**config.mk**
```make
export PLATFORM = sky130hd
export DESIGN_NAME = crossbar_phase_seq
export DESIGN_NICKNAME = d
export VERILOG_FILES = /design/src/rtl/crx_pkg.sv /design/src/rtl/crx_env_lut.sv /design/src/rtl/crx_row_drive.sv /design/src/rtl/crx_resp_latch.sv /design/src/rtl/crx_seq_fsm.sv /design/src/rtl/crossbar_phase_seq.sv
export SDC_FILE = /design/constraint.sdc
export NUM_CORES = 1
export LEC_CHECK = 0
export ABC_CLOCK_PERIOD_IN_PS = 3800
export CAP_MARGIN = 5
export CORE_UTILIZATION = 51
export DETAILED_ROUTE_END_ITERATION = 8
export PLACE_DENSITY = 0.93
export SLEW_MARGIN = 0
export SYNTH_ARGS = -nofsm -noshare
export SYNTH_HDL_FRONTEND = slang
export SYNTH_SLANG_ARGS = --single-unit
export TNS_END_PERCENT = 1
```
**constraint.sdc**
```tcl
create_clock -name clk -period 3.8 [get_ports clk]
set_input_delay 0.76 -clock clk [delete_from_list [all_inputs] [get_ports clk]]
set_output_delay 0.76 -clock clk [all_outputs]
set_load 0.01 [all_outputs]
```
**src/rtl/crx_pkg.sv**
```systemverilog
// Shared types for the crossbar phase sequencer.
// Assumes two-bit drive codes understood by the row multiplexers.
package crx_pkg;
    typedef enum logic [1:0] {
        DRV_FLOAT = 2'b00,
        DRV_POS   = 2'b01,
        DRV_NEG   = 2'b10
    } drv_t;

    typedef enum logic [1:0] {
        OP_CHALRESP = 2'd0,
        OP_CHAR_OFF = 2'd1,
        OP_CHAR_ON  = 2'd2,
        OP_CHAR_TON = 2'd3
    } op_t;

    typedef enum logic [2:0] {
        PH_IDLE      = 3'd0,
        PH_REFRESH   = 3'd1,
        PH_CHALLENGE = 3'd2,
        PH_CHARACT   = 3'd3,
        PH_MEASURE   = 3'd4
    } phase_t;

    typedef enum logic [2:0] {
        DM_FLOAT,
        DM_REFRESH,
        DM_CHAL,
        DM_SEL_POS,
        DM_SEL_NEG
    } mode_t;

    typedef enum logic [2:0] {
        S_IDLE,
        S_PRE,
        S_MAIN,
        S_TON,
        S_MEAS
    } seq_state_t;
endpackage

```
**src/rtl/crx_env_lut.sv**
```systemverilog
// Environment table: maps voltage/temperature bins to a reference code
// and a sample delay. Contents are computed from parameters.
// Assumes bins are in range; entry index is volt*TBINS + temp.
module crx_env_lut #(
    parameter int VBINS     = 4,
    parameter int TBINS     = 4,
    parameter int IREF_BASE = 16,
    parameter int IREF_STEP = 12,
    parameter int DLY_BASE  = 0,
    parameter int DLY_TSTEP = 2,
    localparam int VB_W     = $clog2(VBINS),
    localparam int TB_W     = $clog2(TBINS),
    localparam int ENTRIES  = VBINS * TBINS
) (
    input  logic [VB_W-1:0] volt_bin_i,
    input  logic [TB_W-1:0] temp_bin_i,
    output logic [7:0]      iref_o,
    output logic [7:0]      dly_o
);
    logic [7:0] iref_tab [ENTRIES];
    logic [7:0] dly_tab  [ENTRIES];

    for (genvar v = 0; v < VBINS; v++) begin : g_v
        for (genvar t = 0; t < TBINS; t++) begin : g_t
            assign iref_tab[v*TBINS + t] = 8'(IREF_BASE + IREF_STEP * (v*TBINS + t));
            assign dly_tab[v*TBINS + t]  = 8'(DLY_BASE + v + DLY_TSTEP * t);
        end
    end

    // Select the entry for the present environment bins.
    always_comb begin : p_sel
        iref_o = iref_tab[int'(volt_bin_i) * TBINS + int'(temp_bin_i)];
        dly_o  = dly_tab[int'(volt_bin_i) * TBINS + int'(temp_bin_i)];
    end
endmodule

```
**src/rtl/crx_row_drive.sv**
```systemverilog
// Per-row drive code generation for left and right multiplexers.
// Assumes mode, challenge and row are stable registered values.
module crx_row_drive
    import crx_pkg::*;
#(
    parameter int ROWS = 4,
    localparam int ROW_W = $clog2(ROWS)
) (
    input  mode_t              mode_i,
    input  logic [ROWS-1:0]    chal_i,
    input  logic [ROW_W-1:0]   row_i,
    output logic [2*ROWS-1:0]  left_o,
    output logic [2*ROWS-1:0]  right_o
);
    for (genvar r = 0; r < ROWS; r++) begin : g_row
        logic sel;
        assign sel = (row_i == ROW_W'(r));

        // Decode this row's two codes from the active drive mode.
        always_comb begin : p_code
            left_o[2*r +: 2]  = DRV_FLOAT;
            right_o[2*r +: 2] = DRV_FLOAT;
            case (mode_i)
                DM_REFRESH: right_o[2*r +: 2] = DRV_NEG;
                DM_CHAL:    left_o[2*r +: 2]  = chal_i[r] ? DRV_POS : DRV_FLOAT;
                DM_SEL_POS: left_o[2*r +: 2]  = sel ? DRV_POS : DRV_FLOAT;
                DM_SEL_NEG: left_o[2*r +: 2]  = sel ? DRV_NEG : DRV_FLOAT;
                default:    left_o[2*r +: 2]  = DRV_FLOAT;
            endcase
        end
    end
endmodule

```
**src/rtl/crx_resp_latch.sv**
```systemverilog
// Response register: takes the column comparator bits on the sample strobe.
// Assumes comparator outputs are settled in the strobe cycle.
module crx_resp_latch #(
    parameter int COLS = 4
) (
    input  logic            clk,
    input  logic            rst_n,
    input  logic            sample_i,
    input  logic [COLS-1:0] cmp_i,
    output logic [COLS-1:0] resp_o
);
    logic [COLS-1:0] resp_q;

    // Capture on strobe, hold otherwise.
    always_ff @(posedge clk) begin : p_cap
        if (!rst_n)        resp_q <= '0;
        else if (sample_i) resp_q <= cmp_i;
    end

    assign resp_o = resp_q;

    a_r4_resp_hold: assert property (@(posedge clk) disable iff (!rst_n)
        !sample_i |=> $stable(resp_q));
endmodule

```
**src/rtl/crx_seq_fsm.sv**
```systemverilog
// Phase sequencer: latches run parameters at start, times the pulses,
// places the sample strobe and records switch-on time.
// Assumes CNT_W > TON_W and that start is only taken when idle.
module crx_seq_fsm
    import crx_pkg::*;
#(
    parameter int ROWS  = 4,
    parameter int CNT_W = 8,
    parameter int TON_W = 4,
    localparam int ROW_W = $clog2(ROWS),
    localparam logic [CNT_W-1:0] TON_MAX = CNT_W'((1 << TON_W) - 1)
) (
    input  logic             clk,
    input  logic             rst_n,
    input  logic             start_i,
    input  logic [1:0]       op_i,
    input  logic [ROWS-1:0]  challenge_i,
    input  logic [ROW_W-1:0] dev_row_i,
    input  logic [CNT_W-1:0] t_long_i,
    input  logic [CNT_W-1:0] t_chal_i,
    input  logic [CNT_W-1:0] t_probe_i,
    input  logic [7:0]       lut_iref_i,
    input  logic [7:0]       lut_dly_i,
    input  logic             switched_i,
    output logic             busy_o,
    output logic             done_o,
    output logic             sample_o,
    output logic             measure_o,
    output logic [2:0]       phase_o,
    output mode_t            mode_o,
    output logic [ROWS-1:0]  chal_o,
    output logic [ROW_W-1:0] row_o,
    output logic [7:0]       iref_o,
    output logic [TON_W-1:0] ton_o
);
    seq_state_t       state_q;
    op_t              op_q;
    logic [ROWS-1:0]  chal_q;
    logic [ROW_W-1:0] row_q;
    logic [CNT_W-1:0] long_len_q, main_len_q, dly_q, cnt_q;
    logic [7:0]       iref_q;
    logic [TON_W-1:0] ton_q;
    logic             done_q;

    logic [CNT_W-1:0] long_len, main_len, dly_ext, dly_eff;

    function automatic logic [CNT_W-1:0] nz(input logic [CNT_W-1:0] x);
        return (x == '0) ? CNT_W'(1) : x;
    endfunction

    // Effective lengths and clamped sample delay for the run being launched.
    always_comb begin : p_launch
        long_len = nz(t_long_i);
        main_len = (op_i == 2'd0) ? nz(t_chal_i) : nz(t_probe_i);
        dly_ext  = CNT_W'(lut_dly_i);
        dly_eff  = (dly_ext >= main_len) ? main_len - CNT_W'(1) : dly_ext;
    end

    // Phase progression, counters and run-parameter registers.
    always_ff @(posedge clk) begin : p_seq
        if (!rst_n) begin
            state_q    <= S_IDLE;
            op_q       <= OP_CHALRESP;
            chal_q     <= '0;
            row_q      <= '0;
            long_len_q <= CNT_W'(1);
            main_len_q <= CNT_W'(1);
            dly_q      <= '0;
            cnt_q      <= '0;
            iref_q     <= '0;
            ton_q      <= '0;
            done_q     <= 1'b0;
        end else begin
            done_q <= 1'b0;
            case (state_q)
                S_IDLE: if (start_i) begin
                    op_q       <= op_t'(op_i);
                    chal_q     <= challenge_i;
                    row_q      <= dev_row_i;
                    long_len_q <= long_len;
                    main_len_q <= main_len;
                    dly_q      <= dly_eff;
                    iref_q     <= lut_iref_i;
                    cnt_q      <= '0;
                    state_q    <= S_PRE;
                end
                S_PRE: begin
                    if (cnt_q == long_len_q - CNT_W'(1)) begin
                        cnt_q   <= '0;
                        state_q <= (op_q == OP_CHAR_TON) ? S_TON : S_MAIN;
                    end else begin
                        cnt_q <= cnt_q + CNT_W'(1);
                    end
                end
                S_MAIN: begin
                    if (cnt_q == main_len_q - CNT_W'(1)) begin
                        cnt_q <= '0;
                        if (op_q == OP_CHALRESP) begin
                            state_q <= S_MEAS;
                        end else begin
                            state_q <= S_IDLE;
                            done_q  <= 1'b1;
                        end
                    end else begin
                        cnt_q <= cnt_q + CNT_W'(1);
                    end
                end
                S_TON: begin
                    if (switched_i || cnt_q == TON_MAX) begin
                        ton_q   <= cnt_q[TON_W-1:0];
                        cnt_q   <= '0;
                        state_q <= S_IDLE;
                        done_q  <= 1'b1;
                    end else begin
                        cnt_q <= cnt_q + CNT_W'(1);
                    end
                end
                S_MEAS: begin
                    state_q <= S_IDLE;
                    done_q  <= 1'b1;
                end
                default: state_q <= S_IDLE;
            endcase
        end
    end

    // Phase code and drive mode from the present state and op.
    always_comb begin : p_decode
        phase_o = PH_IDLE;
        mode_o  = DM_FLOAT;
        case (state_q)
            S_PRE: begin
                phase_o = (op_q == OP_CHALRESP) ? PH_REFRESH : PH_CHARACT;
                case (op_q)
                    OP_CHALRESP: mode_o = DM_REFRESH;
                    OP_CHAR_ON:  mode_o = DM_SEL_POS;
                    default:     mode_o = DM_SEL_NEG;
                endcase
            end
            S_MAIN: begin
                phase_o = (op_q == OP_CHALRESP) ? PH_CHALLENGE : PH_CHARACT;
                case (op_q)
                    OP_CHALRESP: mode_o = DM_CHAL;
                    OP_CHAR_ON:  mode_o = DM_SEL_NEG;
                    default:     mode_o = DM_SEL_POS;
                endcase
            end
            S_TON: begin
                phase_o = PH_CHARACT;
                mode_o  = DM_SEL_POS;
            end
            S_MEAS: phase_o = PH_MEASURE;
            default: begin
                phase_o = PH_IDLE;
                mode_o  = DM_FLOAT;
            end
        endcase
    end

    assign busy_o    = (state_q != S_IDLE);
    assign done_o    = done_q;
    assign sample_o  = (state_q == S_MAIN) && (cnt_q == dly_q);
    assign measure_o = (state_q == S_MEAS);
    assign chal_o    = chal_q;
    assign row_o     = row_q;
    assign iref_o    = iref_q;
    assign ton_o     = ton_q;

    a_r8_done_single: assert property (@(posedge clk) disable iff (!rst_n)
        done_o |=> !done_o);
    a_r4_sample_single: assert property (@(posedge clk) disable iff (!rst_n)
        sample_o |=> !sample_o);
    a_r1_refresh_first: assert property (@(posedge clk) disable iff (!rst_n)
        (phase_o == PH_CHALLENGE && $past(phase_o) != PH_CHALLENGE)
            |-> $past(phase_o) == PH_REFRESH);
    a_r9_busy_ignore: assert property (@(posedge clk) disable iff (!rst_n)
        (busy_o && start_i) |=> ($stable(chal_q) && $stable(op_q)));
    a_r7_ton_window: assert property (@(posedge clk) disable iff (!rst_n)
        (state_q == S_TON) |-> (cnt_q <= TON_MAX));
endmodule

```
**src/rtl/crossbar_phase_seq.sv**
```systemverilog
// Top of the crossbar phase sequencer: environment table, sequencer,
// row drive decoding and response register.
// Assumes the analog array and sensors are outside this block.
module crossbar_phase_seq
    import crx_pkg::*;
#(
    parameter int ROWS  = 4,
    parameter int COLS  = 4,
    parameter int CNT_W = 8,
    parameter int TON_W = 4,
    localparam int ROW_W = $clog2(ROWS)
) (
    input  logic              clk,
    input  logic              rst_n,
    input  logic              start_i,
    input  logic [1:0]        op_i,
    input  logic [ROWS-1:0]   challenge_i,
    input  logic [ROW_W-1:0]  dev_row_i,
    input  logic [CNT_W-1:0]  t_long_i,
    input  logic [CNT_W-1:0]  t_chal_i,
    input  logic [CNT_W-1:0]  t_probe_i,
    input  logic [1:0]        volt_bin_i,
    input  logic [1:0]        temp_bin_i,
    input  logic [COLS-1:0]   col_cmp_i,
    input  logic              switched_i,
    output logic              busy_o,
    output logic              done_o,
    output logic [2:0]        phase_o,
    output logic [2*ROWS-1:0] left_drv_o,
    output logic [2*ROWS-1:0] right_drv_o,
    output logic              sample_o,
    output logic              measure_o,
    output logic [7:0]        iref_code_o,
    output logic [COLS-1:0]   response_o,
    output logic [TON_W-1:0]  ton_o
);
    logic [7:0]       lut_iref, lut_dly;
    mode_t            mode;
    logic [ROWS-1:0]  chal_q;
    logic [ROW_W-1:0] row_q;

    crx_env_lut u_lut (
        .volt_bin_i (volt_bin_i),
        .temp_bin_i (temp_bin_i),
        .iref_o     (lut_iref),
        .dly_o      (lut_dly)
    );

    crx_seq_fsm #(.ROWS(ROWS), .CNT_W(CNT_W), .TON_W(TON_W)) u_fsm (
        .clk         (clk),
        .rst_n       (rst_n),
        .start_i     (start_i),
        .op_i        (op_i),
        .challenge_i (challenge_i),
        .dev_row_i   (dev_row_i),
        .t_long_i    (t_long_i),
        .t_chal_i    (t_chal_i),
        .t_probe_i   (t_probe_i),
        .lut_iref_i  (lut_iref),
        .lut_dly_i   (lut_dly),
        .switched_i  (switched_i),
        .busy_o      (busy_o),
        .done_o      (done_o),
        .sample_o    (sample_o),
        .measure_o   (measure_o),
        .phase_o     (phase_o),
        .mode_o      (mode),
        .chal_o      (chal_q),
        .row_o       (row_q),
        .iref_o      (iref_code_o),
        .ton_o       (ton_o)
    );

    crx_row_drive #(.ROWS(ROWS)) u_drv (
        .mode_i  (mode),
        .chal_i  (chal_q),
        .row_i   (row_q),
        .left_o  (left_drv_o),
        .right_o (right_drv_o)
    );

    crx_resp_latch #(.COLS(COLS)) u_resp (
        .clk      (clk),
        .rst_n    (rst_n),
        .sample_i (sample_o),
        .cmp_i    (col_cmp_i),
        .resp_o   (response_o)
    );

    a_r6_measure_float: assert property (@(posedge clk) disable iff (!rst_n)
        measure_o |-> (left_drv_o == '0 && right_drv_o == '0));
endmodule

```
After elaboration in Yosys (flattened, before gate mapping):

Memory sizes are Yosys's and may differ from the RTL's. A register that Yosys moved wholly into a read port is not among the register bits.
Cells that the tools add are included.
W data, S select, Z words.

* memories: 2
* bits of input ports: 44
* output and inout bits: 39
* logic and storage cells: 104
* flip-flop bits (word level): 52
* bits in read-only memories: 256

* order comparisons: 2
* add/subtract/negate cells: 5
* multiplexer cells: 46
* reduce and logical (&&, ||, !) cells: 16
* bitwise gates (word level): 1
* eq/ne operators: 21

Memory list
* (no name shown): depth 16, bits a word 8, read ports 1, clocked after memory_dff 1, write ports 0, RTL line crx_env_lut.sv:32 `iref_o = iref_tab[int'(volt_bin_i) * TBINS + int'(temp_bin_i)];`
* (no name shown): depth 16, bits a word 8, read ports 1, clocked after memory_dff 0, write ports 0, RTL line crx_env_lut.sv:33 `dly_o = dly_tab[int'(volt_bin_i) * TBINS + int'(temp_bin_i)];`

Operator list (number)
* $mux W8: 11
* $ge A32 B5 Y1 const B: 1
* $not A32 Y32: 1
* $pmux W8 S4: 1
* $eq A8 B8 Y1: 3
* $logic_not A8 Y1: 3
* $pmux W2 S3: 4
* $pmux W3 S4: 2
* $sub A8 B1 Y8 const B: 3
* $mux W3: 5
* $mux W1: 13
* $eq A3 B2 Y1 const B: 4
* $mux W2: 6
* $pmux W3 S2: 2
* $pmux W3 S3: 1
* $add A8 B1 Y8 const B: 1
* $eq A2 B2 Y1 const B: 4
* $eq A8 B4 Y1 const B: 1
* $ge A8 B8 Y1: 1
* $eq A3 B1 Y1 const B: 2
* $eq A3 B3 Y1 const B: 2
* $logic_not A2 Y1: 3
* $ne A2 B1 Y1 const B: 3
* $reduce_and A2 Y1: 3
* other kinds (11): 11

Depth between registers and ports, before layout:

* depth in word-level cells: 7
* gate-level depth with buffers: 13
* gate-level depth less buffers: 12

Hierarchy:

From an unflattened synthesis, not the netlist that was laid out.

* cell total of the unflattened synthesis: 496
* area total of the unflattened synthesis: 3921.3 um^2

By module, submodules not included
* crx_seq_fsm: seq. area each 1121.1 um^2, area an instance 3330.7 um^2, cells an instance 426, instances 1
* crx_env_lut: seq. area each 0.0 um^2, area an instance 240.2 um^2, cells an instance 29, instances 1
* crx_row_drive: seq. area each 0.0 um^2, area an instance 193.9 um^2, cells an instance 28, instances 1
* crx_resp_latch: seq. area each 80.1 um^2, area an instance 156.4 um^2, cells an instance 13, instances 1

Worst setup path before layout:

No wires, ideal clock.

* path kind: input port to flip-flop
* start point: input port op_i[1]
* end point: register u_fsm.dly_q[2]
* data required time: 3714 ps
* buffers on the path: 2
* arrival: 2992 ps
* stages: 13
* path slack: 723 ps
* library setup time: 86 ps
* cells stage by stage: nor2_1 -> clkbuf_1 -> a21o_1 -> inv_1 -> ha_1 -> nand2b_1 -> a21o_1 -> a21o_1 -> a21o_1 -> and2_1 -> clkbuf_1 -> mux2i_1 -> a211oi_1

* cells in the longest elaborated chain, start to end: 4
* elaborated cells between the ends (all ways): 5
* classes of those cells: add/sub (1); order compare (1); mux (2); reduce/logical (1)

RTL lines
* start, declared: RTL line crossbar_phase_seq.sv:16 `input logic [1:0] op_i,`
* $logic_not A2 Y1 (*): RTL line crx_seq_fsm.sv:54 `main_len = (op_i == 2'd0) ? nz(t_chal_i) : nz(t_probe_i);`
* $mux W8 (*): RTL line crx_seq_fsm.sv:54
* via u_fsm.main_len[0]: RTL line crx_seq_fsm.sv:45 `logic [CNT_W-1:0] long_len, main_len, dly_ext, dly_eff;`
* $sub A8 B1 Y8 / $ge A8 B8 Y1 (equally long branches): RTL line crx_seq_fsm.sv:56 `dly_eff = (dly_ext >= main_len) ? main_len - CNT_W'(1) : dly_ext;`
* $mux W8 (*): RTL line crx_seq_fsm.sv:56
* end signal, assigned: RTL line crx_seq_fsm.sv:82 `dly_q <= dly_eff;`
* end, declared: RTL line crx_seq_fsm.sv:40 `logic [CNT_W-1:0] long_len_q, main_len_q, dly_q, cnt_q;`

The timed path passes the listed nets; every way through them passes the cells marked *.
A chain may end at the register's enable or synchronous reset.

Worst setup path in the final report:

* start point: input port t_probe_i[5]
* end point: register u_fsm.dly_q[2]

* cells in the longest elaborated chain, start to end: 5
* elaborated cells between the ends (all ways): 6
* classes of those cells: add/sub (1); order compare (1); mux (3); reduce/logical (1)

RTL lines
* start, declared: RTL line crossbar_phase_seq.sv:21 `input logic [CNT_W-1:0] t_probe_i,`
* $logic_not A8 Y1 (*): RTL line crx_seq_fsm.sv:48 `return (x == '0) ? CNT_W'(1) : x;`
* $mux W8 (*): RTL line crx_seq_fsm.sv:48
* $mux W8 (*): RTL line crx_seq_fsm.sv:54
* via u_fsm.main_len[0]: RTL line crx_seq_fsm.sv:45
* $sub A8 B1 Y8 / $ge A8 B8 Y1 (equally long branches): RTL line crx_seq_fsm.sv:56
* $mux W8 (*): RTL line crx_seq_fsm.sv:56

Marks and branches as above.

==> flow_metrics.env <==
export IMPL_cts_made_buffers=9
export IMPL_avgSynthCellArea_sq_um=7.75
export IMPL_finalMaxSlewViolations=0
export IMPL_final_common_cell="clkdlybuf4s50_1"
export IMPL_crit_fanout=5
export IMPL_tritoncts="yes"
export IMPL_fin_skew_ns=0.00649
export IMPL_r2r_cells=9
export IMPL_violations="DRC"
export IMPL_hold_depth=2
export IMPL_dp_final_hpwl_mm=6.67
export IMPL_grt_pass1_vias=3389
export IMPL_clock_latency_ns=0.34
export IMPL_drive_above_1_share_pct=6.12
export IMPL_synth_cells=459
export IMPL_hold_viol=0
export IMPL_yosys_warnings=0
export IMPL_fmax_mhz=302
export IMPL_drtIter0Drc=355
export IMPL_grt_max_degree=45
export IMPL_wl_per_cell_um=15.5
export IMPL_status="finished, violations left"
export IMPL_gp_congestion=0.938
export IMPL_cp_arrival_ns=3.55
export IMPL_power_density_nw_per_um2=573
export IMPL_holdCritPathClass="register to register"
export IMPL_synth_seq_cells=58
export IMPL_netlist_area_sq_um=3560
export IMPL_start_kind="input pin"
export IMPL_worst_ir_drop_vdd_uv=267
export IMPL_period_needed_ns=3.31
export IMPL_worstPathRequired_ns=4.04
export IMPL_async_reset_ff_share_pct=0
export IMPL_coreArea_sq_um=6760
export IMPL_drt_pass1_iter_count=7
export IMPL_overflow=0
export IMPL_die_x_um=85.5
export IMPL_antenna_found_initial=0
export IMPL_fp_dieH_um=85.5
export IMPL_detail_route_antenna_nets=0
export IMPL_p_leak_nw=1.67
export IMPL_numPortBuffers=76
export IMPL_endpoint_kind="register"
export IMPL_cts_sinks=58
export IMPL_grt_pass1_wl_mm=15.2
export IMPL_num_nets_final=575
export IMPL_start_util_pct=52.6
export IMPL_drv_cap=0
export IMPL_cts_resized=0
export IMPL_post_cts_buffers=0
export IMPL_antenna_cells=0
export IMPL_drt_vias_per_instance=5.89
export IMPL_finalSetupViolCount=0
export IMPL_finalCritPeriodShare_pct=87.2
export IMPL_synth_ff_type="dfxtp_1"
export IMPL_total_power_mw=2.56
export IMPL_drc=2
export IMPL_setup_tns_final_ns=0
export IMPL_synth_edf_count=0
export IMPL_clock_root_buffer="clkbuf_8"
export IMPL_rows=30
export IMPL_synth_cell_types=59
export IMPL_worst_slew_pin_slew_ns=0.943
export IMPL_io_pins=83
export IMPL_dieArea_sq_um=7310
export IMPL_syn_to_final_growth_pct=25.7
export IMPL_htree_levels=3
export IMPL_path_class="input pin to register"
export IMPL_clk_pin_slew_ns=0.06
export IMPL_fillCellCount=544
export IMPL_ys_seq_area_share_pct=32.6
export IMPL_final_cell_mix="clkdlybuf4s50_1 (76), nand2_1 (70), dfxtp_1 (58), nor2_1 (44), a21oi_1 (38)"
export IMPL_max_slew_margin_pct=37.0
export IMPL_grt_total_usage_pct=26.3
export IMPL_hold_worst_slack_ns=0.463
export IMPL_postCtsHoldBufs=0
export IMPL_vias=3552
export IMPL_routed_wl_mm=9.32
export IMPL_clockBufferDepth=2
export IMPL_rsz0062_at_grt="no"
-- Yosys cell counts, types with 7 or more instances --
master | n | area share [%]
a21oi_1 | 38 | 5.3
xor2_1 | 11 | 2.7
inv_1 | 12 | 1.3
o21ai_0 | 15 | 2.1
a211oi_1 | 9 | 1.9
mux2i_1 | 13 | 3.7
nand2b_1 | 7 | 1.2
ha_1 | 12 | 4.2
nand2_1 | 70 | 7.4
dfxtp_1 | 58 | 33
nor2_1 | 45 | 4.7
nor3_1 | 14 | 2.0
xnor2_1 | 19 | 4.7
buf_4 | 9 | 1.9
clkbuf_1 | 23 | 2.4
nand3_1 | 12 | 1.7
-- registers in the layout (all words and copies together), names as in the netlist --
signal,cells
u_fsm.ton_o,4
u_fsm.long_len_q,8
u_fsm.cnt_q,8
u_fsm.op_q,2
u_fsm.row_o,2
u_fsm.iref_o,6
u_fsm.chal_o,4
u_fsm.done_o,1
u_fsm.dly_q,8
u_fsm.state_q,3
u_resp.resp_o,4
u_fsm.main_len_q,8
-- cell families after synthesis --
kind of cell | share of synthesized area [%]
AO/OA/AOI/OAI | 18.4
XOR/XNOR | 7.39
adder cells (fa/ha/maj) | 4.22
buffers and inverters | 6.26
flip-flops | 32.6
multiplexers | 3.97
other | 0.105
AND/OR/NAND/NOR | 27.0
-- critical path: stages --
cell and delay [ns]:
clkdlybuf4s50_1 0.46, nor4_1 0.39, a211oi_1 0.13, a21o_1 0.22, inv_1 0.10, ha_1 0.22, nand2b_1 0.14, a21o_1 0.18
a21o_1 0.17, a21o_1 0.19, and2_1 0.20, mux2i_1 0.14, a211oi_1 0.25
-- worst paths after layout --
check                           start         endpoint  slack, ns
setup / recovery         t_probe_i[5]   u_fsm.dly_q[2]       0.49
setup reg to reg  u_fsm.main_len_q[0]   u_fsm.cnt_q[2]       1.34
hold reg to reg       u_fsm.chal_o[2]  u_fsm.chal_o[2]       0.46
hold / removal        u_fsm.chal_o[2]  u_fsm.chal_o[2]       0.46
-- report_power, final --
part           internal (mW)  switching, mW
Clock                  0.268          0.234
Sequential             0.728          0.161
Combinational          0.517          0.652
-- final cells by class --
cell class                 instances  area [sq um]  area share (%)
multi-input combinational        357          2190            49.1
tap                               80           100            2.24
inverter                          12          45.0            1.01
sequential                        58          1160            26.0
timing repair buffer              81           798            17.9
clock buffer                      13           159            3.55
clock inverter                     2          12.5           0.280
-- per-layer routing --
layer	global-route usage (%)	share of wire [%]	vias to the layer above
li1	-	-	1709
met1	30.4	41	1659
met2	46.0	50	155
met3	5.49	5.6	29
met4	13.6	2.8	0
met5	0	0	-
-- per-stage QoR --
step,cell area [sq um],util (%),std cells,setup slack (ns)
2_1_floorplan,3580,-,464,0.723
5_1_grt,4470,66.2,603,0.258
3_3_place_gp,4300,63.6,588,0.330
3_5_place_dp,4300,63.6,588,0.187
6_report,4470,66.2,603,0.487
4_1_cts,4470,66.2,603,0.524
(Power assumes the default switching activity.)
